===== config.mk =====
export PLATFORM = sky130hd
export DESIGN_NAME = ecc_secded_ctl
export DESIGN_NICKNAME = d
export VERILOG_FILES = /design/src/rtl/ecc_pkg.sv /design/src/rtl/ecc_enc.sv /design/src/rtl/ecc_dec.sv /design/src/rtl/ecc_csr.sv /design/src/rtl/ecc_secded_ctl.sv
export SDC_FILE = /design/constraint.sdc
export NUM_CORES = 1
export LEC_CHECK = 0
export BUFFER_PORTS_ARGS = -buffer_cell sky130_fd_sc_hd__buf_4
export CAP_MARGIN = 40
export CELL_PAD_IN_SITES_DETAIL_PLACEMENT = 0
export CELL_PAD_IN_SITES_GLOBAL_PLACEMENT = 1
export CORE_ASPECT_RATIO = 0.6
export CORE_MARGIN = 5
export CORE_UTILIZATION = 40
export DETAILED_ROUTE_END_ITERATION = 8
export PLACE_DENSITY = 0.77
export SLEW_MARGIN = 30
export SYNTH_ARGS = -nofsm -noshare
export SYNTH_HDL_FRONTEND = slang
export SYNTH_HIERARCHICAL = 1
export SYNTH_SLANG_ARGS = --single-unit

===== constraint.sdc =====
create_clock -name clk -period 2 [get_ports clk]
set_input_delay 0.2 -clock clk [delete_from_list [all_inputs] [get_ports clk]]
set_output_delay 0.2 -clock clk [all_outputs]
set_load 0.01 [all_outputs]

===== src/rtl/ecc_pkg.sv =====
package ecc_pkg;

    // Hamming bits needed to cover dw data bits (overall parity not included)
    function automatic int ham_bits(input int dw);
        int p;
        p = 1;
        while ((1 << p) < dw + p + 1) p++;
        return p;
    endfunction

    // Codeword position (1-based) of data bit idx: the idx-th non-power-of-two
    function automatic int data_pos(input int idx);
        int cnt;
        int found;
        cnt   = 0;
        found = 0;
        for (int pos = 3; pos < 4 * idx + 8; pos++) begin
            if ((pos & (pos - 1)) != 0) begin
                if (cnt == idx && found == 0) found = pos;
                cnt++;
            end
        end
        return found;
    endfunction

    localparam logic [11:0] REG_CTRL  = 12'h130;
    localparam logic [11:0] REG_STAT  = 12'h131;
    localparam logic [11:0] REG_EADDR = 12'h132;

    typedef struct packed {
        logic msk_dbe;   // bit 6
        logic msk_sbe;   // bit 5
        logic irq_en;    // bit 4
        logic inj_dbe;   // bit 3
        logic inj_sbe;   // bit 2
        logic auto_fix;  // bit 1
        logic ecc_on;    // bit 0
    } ecc_ctrl_t;

endpackage


===== src/rtl/ecc_enc.sv =====
module ecc_enc #(
    parameter  int DATA_W = 64,
    localparam int HB     = ecc_pkg::ham_bits(DATA_W)
) (
    input  logic [DATA_W-1:0] data_i,
    output logic [HB:0]       chk_o
);
    function automatic logic [DATA_W-1:0] col_mask(input int j);
        logic [DATA_W-1:0] m;
        m = '0;
        for (int i = 0; i < DATA_W; i++)
            m[i] = ((ecc_pkg::data_pos(i) >> j) & 1) != 0;
        return m;
    endfunction

    logic [HB-1:0] ham;

    for (genvar j = 0; j < HB; j++) begin : g_col
        localparam logic [DATA_W-1:0] MASK = col_mask(j);
        assign ham[j] = ^(data_i & MASK);
    end

    assign chk_o = {^{data_i, ham}, ham};
endmodule


===== src/rtl/ecc_dec.sv =====
module ecc_dec #(
    parameter  int DATA_W = 64,
    localparam int HB     = ecc_pkg::ham_bits(DATA_W)
) (
    input  logic [DATA_W-1:0] data_i,
    input  logic [HB:0]       chk_i,
    output logic              sng_o,
    output logic              dbl_o,
    output logic [DATA_W-1:0] fix_o
);
    logic [HB:0]   recomp;
    logic [HB-1:0] syn;
    logic          ovr;

    ecc_enc #(.DATA_W(DATA_W)) u_enc (
        .data_i (data_i),
        .chk_o  (recomp)
    );

    // Syndrome over Hamming bits; overall parity of the received word
    assign syn   = recomp[HB-1:0] ^ chk_i[HB-1:0];
    assign ovr   = recomp[HB] ^ chk_i[HB] ^ (^syn);
    assign sng_o = ovr;
    assign dbl_o = !ovr && (syn != '0);

    for (genvar i = 0; i < DATA_W; i++) begin : g_fix
        localparam int POS = ecc_pkg::data_pos(i);
        assign fix_o[i] = data_i[i] ^ (ovr && (syn == HB'(POS)));
    end
endmodule


===== src/rtl/ecc_csr.sv =====
module ecc_csr #(
    parameter int ADDR_W = 32
) (
    input  logic                clk,
    input  logic                rst_n,
    input  logic                reg_we,
    input  logic [11:0]         reg_addr,
    input  logic [7:0]          reg_wdata,
    output logic [31:0]         reg_rdata,
    input  logic                ev_sbe,
    input  logic                ev_dbe,
    input  logic [ADDR_W-1:0]   ev_addr,
    output ecc_pkg::ecc_ctrl_t  ctrl,
    output logic                sts_sbe,
    output logic                sts_dbe,
    output logic                err_avld,
    output logic [ADDR_W-1:0]   err_addr,
    output logic                clr_write,
    output logic                irq
);
    import ecc_pkg::*;

    typedef struct packed {
        ecc_ctrl_t         ctrl;
        logic              sbe;
        logic              dbe;
        logic              avld;
        logic [ADDR_W-1:0] ea;
    } csr_t;

    csr_t st_d, st_q;
    logic ctrl_we;

    assign ctrl_we   = reg_we && (reg_addr == REG_CTRL);
    assign clr_write = ctrl_we && reg_wdata[7];

    always_comb begin
        st_d = st_q;
        if (ctrl_we) begin
            st_d.ctrl = ecc_ctrl_t'(reg_wdata[6:0]);
            if (reg_wdata[7]) begin
                st_d.sbe  = 1'b0;
                st_d.dbe  = 1'b0;
                st_d.avld = 1'b0;
                st_d.ea   = '0;
            end
        end
        if (ev_sbe) st_d.sbe = 1'b1;
        if (ev_dbe) st_d.dbe = 1'b1;
        if ((ev_sbe || ev_dbe) && !st_d.avld) begin
            st_d.avld = 1'b1;
            st_d.ea   = ev_addr;
        end
    end

    always_ff @(posedge clk or negedge rst_n) begin
        if (!rst_n) begin
            st_q             <= '0;
            st_q.ctrl.ecc_on <= 1'b1;
        end else begin
            st_q <= st_d;
        end
    end

    always_comb begin
        case (reg_addr)
            REG_CTRL:  reg_rdata = {25'd0, st_q.ctrl};
            REG_STAT:  reg_rdata = {30'd0, st_q.dbe, st_q.sbe};
            REG_EADDR: reg_rdata = 32'(st_q.ea);
            default:   reg_rdata = '0;
        endcase
    end

    assign ctrl     = st_q.ctrl;
    assign sts_sbe  = st_q.sbe;
    assign sts_dbe  = st_q.dbe;
    assign err_avld = st_q.avld;
    assign err_addr = st_q.ea;
    assign irq      = st_q.ctrl.irq_en &&
                      ((st_q.sbe && !st_q.ctrl.msk_sbe) ||
                       (st_q.dbe && !st_q.ctrl.msk_dbe));
endmodule


===== src/rtl/ecc_secded_ctl.sv =====
module ecc_secded_ctl #(
    parameter  int DATA_W = 64,
    parameter  int ADDR_W = 32,
    localparam int CHK_W  = ecc_pkg::ham_bits(DATA_W) + 1
) (
    input  logic              clk,
    input  logic              rst_n,
    input  logic              reg_we,
    input  logic [11:0]       reg_addr,
    input  logic [7:0]        reg_wdata,
    output logic [31:0]       reg_rdata,
    input  logic              wr_valid,
    input  logic [DATA_W-1:0] wr_data,
    output logic              mem_wr_valid,
    output logic [DATA_W-1:0] mem_wr_data,
    output logic [CHK_W-1:0]  mem_wr_chk,
    input  logic              rd_valid,
    input  logic [ADDR_W-1:0] rd_addr,
    input  logic [DATA_W-1:0] rd_data,
    input  logic [CHK_W-1:0]  rd_chk,
    output logic              out_valid,
    output logic [DATA_W-1:0] out_data,
    output logic              out_sbe,
    output logic              out_dbe,
    output logic              irq
);
    import ecc_pkg::*;

    typedef struct packed {
        logic              wv;
        logic [DATA_W-1:0] wd;
        logic [CHK_W-1:0]  wc;
        logic              rv;
        logic [DATA_W-1:0] rd;
        logic              rs;
        logic              rdb;
    } pipe_t;

    pipe_t             pp_d, pp_q;
    ecc_ctrl_t         ctrl;
    logic              sts_sbe, sts_dbe, err_avld, clr_write;
    logic [ADDR_W-1:0] err_addr;
    logic [CHK_W-1:0]  enc_chk;
    logic              dec_sng, dec_dbl;
    logic [DATA_W-1:0] dec_fix;
    logic              ev_sbe, ev_dbe;
    logic [DATA_W-1:0] inj_mask;

    ecc_enc #(.DATA_W(DATA_W)) u_enc (
        .data_i (wr_data),
        .chk_o  (enc_chk)
    );

    ecc_dec #(.DATA_W(DATA_W)) u_dec (
        .data_i (rd_data),
        .chk_i  (rd_chk),
        .sng_o  (dec_sng),
        .dbl_o  (dec_dbl),
        .fix_o  (dec_fix)
    );

    ecc_csr #(.ADDR_W(ADDR_W)) u_csr (
        .clk       (clk),
        .rst_n     (rst_n),
        .reg_we    (reg_we),
        .reg_addr  (reg_addr),
        .reg_wdata (reg_wdata),
        .reg_rdata (reg_rdata),
        .ev_sbe    (ev_sbe),
        .ev_dbe    (ev_dbe),
        .ev_addr   (rd_addr),
        .ctrl      (ctrl),
        .sts_sbe   (sts_sbe),
        .sts_dbe   (sts_dbe),
        .err_avld  (err_avld),
        .err_addr  (err_addr),
        .clr_write (clr_write),
        .irq       (irq)
    );

    assign ev_sbe = rd_valid && ctrl.ecc_on && dec_sng;
    assign ev_dbe = rd_valid && ctrl.ecc_on && dec_dbl;

    always_comb begin
        inj_mask    = '0;
        inj_mask[0] = ctrl.inj_sbe || ctrl.inj_dbe;
        inj_mask[1] = ctrl.inj_dbe;
    end

    always_comb begin
        pp_d    = pp_q;
        pp_d.wv = wr_valid;
        pp_d.rv = rd_valid;
        if (wr_valid) begin
            if (ctrl.ecc_on) begin
                pp_d.wd = wr_data ^ inj_mask;
                pp_d.wc = enc_chk;
            end else begin
                pp_d.wd = wr_data;
                pp_d.wc = '0;
            end
        end
        if (rd_valid) begin
            pp_d.rs  = ev_sbe;
            pp_d.rdb = ev_dbe;
            pp_d.rd  = (ev_sbe && ctrl.auto_fix) ? dec_fix : rd_data;
        end
    end

    always_ff @(posedge clk or negedge rst_n) begin
        if (!rst_n) pp_q <= '0;
        else        pp_q <= pp_d;
    end

    assign mem_wr_valid = pp_q.wv;
    assign mem_wr_data  = pp_q.wd;
    assign mem_wr_chk   = pp_q.wc;
    assign out_valid    = pp_q.rv;
    assign out_data     = pp_q.rd;
    assign out_sbe      = pp_q.rs;
    assign out_dbe      = pp_q.rdb;
endmodule


=== Word level (Yosys, flattened, before mapping) ===
Index checks and enable logic that the tools add are counted.

* Register bits after elaboration: 182
* Logic and storage cells: 269

* Eq/ne operators: 67
* Multiplexer cells: 8
* Bitwise logic cells: 68
* Reductions and logical operators: 108

{| class="wikitable"
|+ Operators by type and width
! operator !! number
|-
| parity 64 bit || 14
|-
| equality test 7 x 6 -> 1 bit (second input constant) || 31
|-
| parity 71 bit || 2
|-
| equality test 7 x 5 -> 1 bit (second input constant) || 15
|-
| one-hot mux 32 bit (3 select lines) || 1
|-
| logical AND 1 bit || 74
|-
| 2-to-1 mux 72 bit || 1
|-
| 2-to-1 mux 35 bit || 2
|-
| bitwise XOR 1 bit || 66
|-
| 2-to-1 mux 64 bit || 1
|-
| bitwise XOR 64 x 2 -> 64 bit || 1
|-
| equality test 7 x 4 -> 1 bit (second input constant) || 7
|-
| equality test 7 bit (second input constant) || 7
|-
| equality test 12 x 9 -> 1 bit (second input constant) || 3
|-
| 2-to-1 mux 33 bit || 1
|-
| equality test 7 x 3 -> 1 bit (second input constant) || 3
|-
| nonzero test 2 bit || 6
|-
| equality test 7 x 2 -> 1 bit (second input constant) || 1
|-
| nonzero test 7 bit || 1
|-
| parity 7 bit || 1
|-
| bitwise XOR 7 bit || 1
|-
| AND reduction 2 bit || 3
|-
| zero test 1 bit || 4
|-
| logical OR 1 bit || 3
|-
| 2-to-1 mux 1 bit || 2
|}

=== Logic depth before layout (Yosys ltp) ===
* Depth after elaboration: 11
* Mapped depth: 20

=== By module ===
Netlist, hierarchy kept.

{| class="wikitable"
|+ Modules (own cells, without submodules)
! module !! times used !! cells an instance !! area an instance (µm²) !! seq. area each (µm²)
|-
| ecc_secded_ctl || 1 || 406 || 5,650.4 || 3,503.4
|-
| ecc_enc || 2 || 120 || 1,385.1 || 0.0
|-
| ecc_csr || 1 || 156 || 1,955.6 || 1,052.3
|-
| ecc_dec || 1 || 193 || 1,456.4 || 0.0
|}

=== Least setup slack after synthesis ===
Ideal clock, no wire load.

* Path kind: input to register
* From: input rd_data[30]
* To: register u_csr.st_q (netlist bit u_csr/err_addr[0])
* Arrival: 4,355 ps
* Data required time: 1,879 ps
* Path slack: -2,476 ps
* Cell stages on the path: 19
* Buffers on the path: 3
* Cell sequence: xnor3_2 xnor2_4 xnor3_1 xnor3_2 xnor2_1 xor2_1 inv_2 ha_1 xor2_2 xor2_2 buf_6 buf_2 o311ai_0 o21ai_0 and3_1 nor2_1 o21a_2 buf_6 a22o_1

* Cells in the longest elaborated chain, start to end: 11
* Elaborated cells on any way between the ends: 19

{| class="wikitable"
|+ Ends and longest elaborated chain
! element !! line !! text
|-
| start, declared || ecc_secded_ctl.sv:19 || <nowiki>input logic [DATA_W-1:0] rd_data,</nowiki>
|-
| parity 64 bit * || ecc_enc.sv:20 || <nowiki>assign ham[j] = ^(data_i & MASK);</nowiki>
|-
| via u_dec.recomp[0] || ecc_dec.sv:11 || <nowiki>logic [HB:0] recomp;</nowiki>
|-
| parity 71 bit / bitwise XOR 7 bit (equally long branches) || ecc_enc.sv:23, ecc_dec.sv:21 ||
|-
| bitwise XOR 1 bit / parity 7 bit (equally long branches) || ecc_dec.sv:22 || <nowiki>assign ovr = recomp[HB] ^ chk_i[HB] ^ (^syn);</nowiki>
|-
| bitwise XOR 1 bit || ecc_dec.sv:22 ||
|-
| zero test 1 bit || ecc_dec.sv:24 || <nowiki>assign dbl_o = !ovr && (syn != '0);</nowiki>
|-
| logical AND 1 bit * || ecc_dec.sv:24 ||
|-
| via dec_dbl || ecc_secded_ctl.sv:44 || <nowiki>logic dec_sng, dec_dbl;</nowiki>
|-
| logical AND 1 bit * || ecc_secded_ctl.sv:82 || <nowiki>assign ev_dbe = rd_valid && ctrl.ecc_on && dec_dbl;</nowiki>
|-
| via ev_dbe || ecc_secded_ctl.sv:46 || <nowiki>logic ev_sbe, ev_dbe;</nowiki>
|-
| logical OR 1 bit * || ecc_csr.sv:50 || <nowiki>if ((ev_sbe || ev_dbe) && !st_d.avld) begin</nowiki>
|-
| logical AND 1 bit * || ecc_csr.sv:50 ||
|-
| nonzero test 2 bit (no line) || n/a ||
|-
| AND reduction 2 bit (no line) || n/a ||
|-
| end signal, assigned || ecc_csr.sv:61 || <nowiki>st_q <= st_d;</nowiki>
|-
| end, declared || ecc_csr.sv:31 || <nowiki>csr_t st_d, st_q;</nowiki>
|}

The timed path passes the listed nets; every way through them passes the cells marked *.
A chain may end at the register's enable or synchronous reset.

=== Final worst setup path ===
* From: input rd_data[40]
* To: register u_csr.st_q (netlist bit u_csr/err_addr[22])

Same word-level chain as after synthesis.

==> summary.md <==
| Metric | Value |
|---|---|
| Period utilization | `1.87` |
| R2r endpoint | `u_csr/err_addr[22]$_DFFE_PN0P_` |
| Status | `finished with violations` |
| Number of global-route vias before repair | `between 10000 and 15000` |
| Max clock buf depth | `2` |
| Met3 Usage GRT | `0.0876` |
| Layout cells sized above 1 | `0.504` |
| Skew final | `~0.012 ns` |
| CTS Buf Count | `17` |
| GR Util met1 | `0.394` |
| Final ANT Viol Nets | `0` |
| Met2 global-route usage | `0.380` |
| Critical Path Sink | `u_csr/err_addr[22]$_DFFE_PN0P_` |
| Largest net degree at the start of global routing | `67` |
| R2r setup slk | `between 0.4 and 0.5 ns` |
| Syn_nets | `about 1200` |
| Clock-pin slew on the worst setup and hold paths | `approximately 0.08 ns` |
| Syn Area/Cell | `approximately 12 sq um` |
| Worst-path fanout max | `22` |
| Core Region | `just under 0.03 sq mm` |
| Max Clk Rate | `between 200 and 300 MHz` |
| Failing checks | `negative setup slack` |
| Largest stage delay, worst path | `about 0.48 ns` |
| Placed insts | `approximately 2000` |
| # IOs | `366` |
| Worst vdd ir | `between 4000 and 5000 uV` |
| Hold/Removal Path Class | `in2reg` |
| Initial core utilization | `0.409` |
| Number of DRC markers in iteration 0 | `~780` |
| Slew of the pin with the lowest slew margin | `0.628 ns` |
| RR Startpoint | `u_csr/ctrl[0]$_DFFE_PN1P_` |
| Critical path required time | `~2.3 ns` |
| Mapped Area | `about 0.012 sq mm` |
| Tmin final | `3.74 ns` |
| CTS tree | `yes` |
| Later-pin clock latency in the skew report | `around 0.45 ns` |
| Synthesis-to-layout area growth | `58.4%` |
| Slew margin rel. | `0.580` |
| Die area | `approximately 0.033 sq mm` |
| Cell count of the worst reg-to-reg path | `5` |
| CTS H-tree depth | `4` |
| First-pass GRT wire length | `around 67000 um` |
| Slew Viols, Final | `0` |
| # Max-Cap Violations | `0` |
| Worst setup margin | `-1.74 ns` |
| Setup crit end kind | `flop` |
| Dpl ws | `-2.54 ns` |
| CP Class | `in2reg` |
| Via/cell ratio | `just over 5` |
| Final hold viol count | `0` |
| Gr usage total | `0.266` |
| Mapped Cells | `slightly below 1000` |
| Drc violations | `0` |
| # port buffers | `between 300 and 400` |
| Vias | `approximately 11000` |
| Die W | `roughly 230 um` |
| Routed WL | `about 45000 um` |
| Post-route insts no fill | `2059` |
| Sequence of cells on the critical path | `buf_4, xnor3_2, xnor2_4, xnor3_1, xnor3_2, xnor2_2, xor2_2, inv_2, ha_4, xor2_4, xor2_4, o311ai_2, o21ai_2, and3_4, nor2_4, o21a_4, buf_12, a22o_1` |
| Slowest CP cell | `xnor3_2` |
| Endpoints failing setup | `102` |
| Final HPWL DP | `about 35000 um` |
| Critical Path AT | `just over 4 ns` |
| Post-layout util | `0.647` |
| Root Driver | `clkbuf_16` |
| Yosys warning count | `6` |
| DR pass1 iterations | `5` |
| Top Usage Layer GRT | `met1` |
| Drt wl/cell | `21.9 um` |
| Nature of the critical path startpoint | `input pin` |
| Hold_ws | `roughly 0.022 ns` |
| Clock sinks | `approximately 180` |
| Total grt overflow | `0` |
| CP startpoint | `rd_data[40]` |
| RSZ-0062 raised after global routing | `yes` |
| Die height | `about 140 um` |
| Row count | `48` |
| Initial antenna violation count | `1` |
| P per Cell Area | `1720 mW/mm^2` |
| Leak | `approximately 0.0090 uW` |
| Nets | `between 1500 and 2000` |
| Routability congestion estimate | `around 0.94` |
-- state kept, by name (all words and copies together), names as in the netlist, 7 cells and up --
signal,cells
mem_wr_chk,8
mem_wr_data,64
out_data,64
u_csr/ctrl,7
u_csr/err_addr,32
-- cells in the final DEF, fill, tap and decap left out, types with 8 or more instances in the layout --
cell type,count
a221o_1,64
and3_1,59
xor2_2,9
buf_4,590
xnor2_1,155
dfrtp_1,181
buf_6,22
a22o_1,32
clkbuf_16,17
buf_12,13
xnor3_2,8
xnor2_4,14
xnor2_2,26
xnor3_1,29
xor2_1,71
inv_1,12
nor3_1,13
nand4_1,30
nor2_1,20
dlygate4sd3_1,60
nand3_1,18
mux2_2,69
nor4_2,10
o21ai_0,8
and2_1,27
nand2_1,15
-- worst min path at each step --
stage | startpoint | end | depth (start not counted)
4_1_cts | wr_data[11] | mem_wr_data[11]$_DFFE_PN0P_ | 2
2_1_floorplan | rst_n | mem_wr_chk[0]$_DFFE_PN0P_ | 0
3_3_place_gp | rst_n | u_csr/err_addr[17]$_DFFE_PN0P_ | 1
5_1_grt | wr_data[47] | mem_wr_data[47]$_DFFE_PN0P_ | 2
6_report | wr_data[11] | mem_wr_data[11]$_DFFE_PN0P_ | 2
3_5_place_dp | rst_n | u_csr/err_addr[17]$_DFFE_PN0P_ | 1
-- through the flow --
stage	area (sq um)	setup TNS [ns]	power, uW
floorplan	12100	-200.00	19500
global placement	17000	-229.14	26400
detailed placement	17000	-232.95	26600
CTS	18500	-162.22	31700
global route	18700	-177.20	33100
finish	18700	-169.72	32200
-- layout make-up --
class                   count  area [sq um]
fillers                  2319         10200
multi-input cells         741          7480
repair buffers            686          5550
flip-flops and latches    182          4560
well taps                 400           500
clock buffers              18           429
clock inverters            13           146
inverters                  18          68.8
diodes                      1          2.50
-- report_power, final --
part | leakage, uW | internal, uW | switching (uW)
Sequential | 0.00227 | 4210 | 321
Clock | 0.000271 | 1850 | 1640
Combinational | 0.00650 | 11700 | 12600
-- routing by layer --
| metal | wire length [um] | share of wire |
|---|---|---|
| met5 | 0 | 0 |
| met4 | 534 | 0.012 |
| met3 | 4320 | 0.096 |
| met2 | 19100 | 0.42 |
| met1 | 21100 | 0.47 |
-- what timing repair did --
| item | in CTS | in global routing |
|---|---|---|
| cloned | 1 | 0 |
| setup endpoints to repair | 102 | 103 |
| endpoints found under the hold margin | 100 | 0 |
| gates resized for setup | 50 | 28 |
| setup buffers | 8 | 5 |
| pin swaps | 22 | 19 |
| hold buffers | 60 | 0 |
-- critical path, delay by kind of cell --
kind,cells,cell delay (ns)
buf+inv,3,0.35
simple gates,2,0.26
fa+ha+maj,1,0.29
xor+xnor,8,2.25
compound gates,4,0.71
Note: power is estimated with default switching activity, not from simulation.
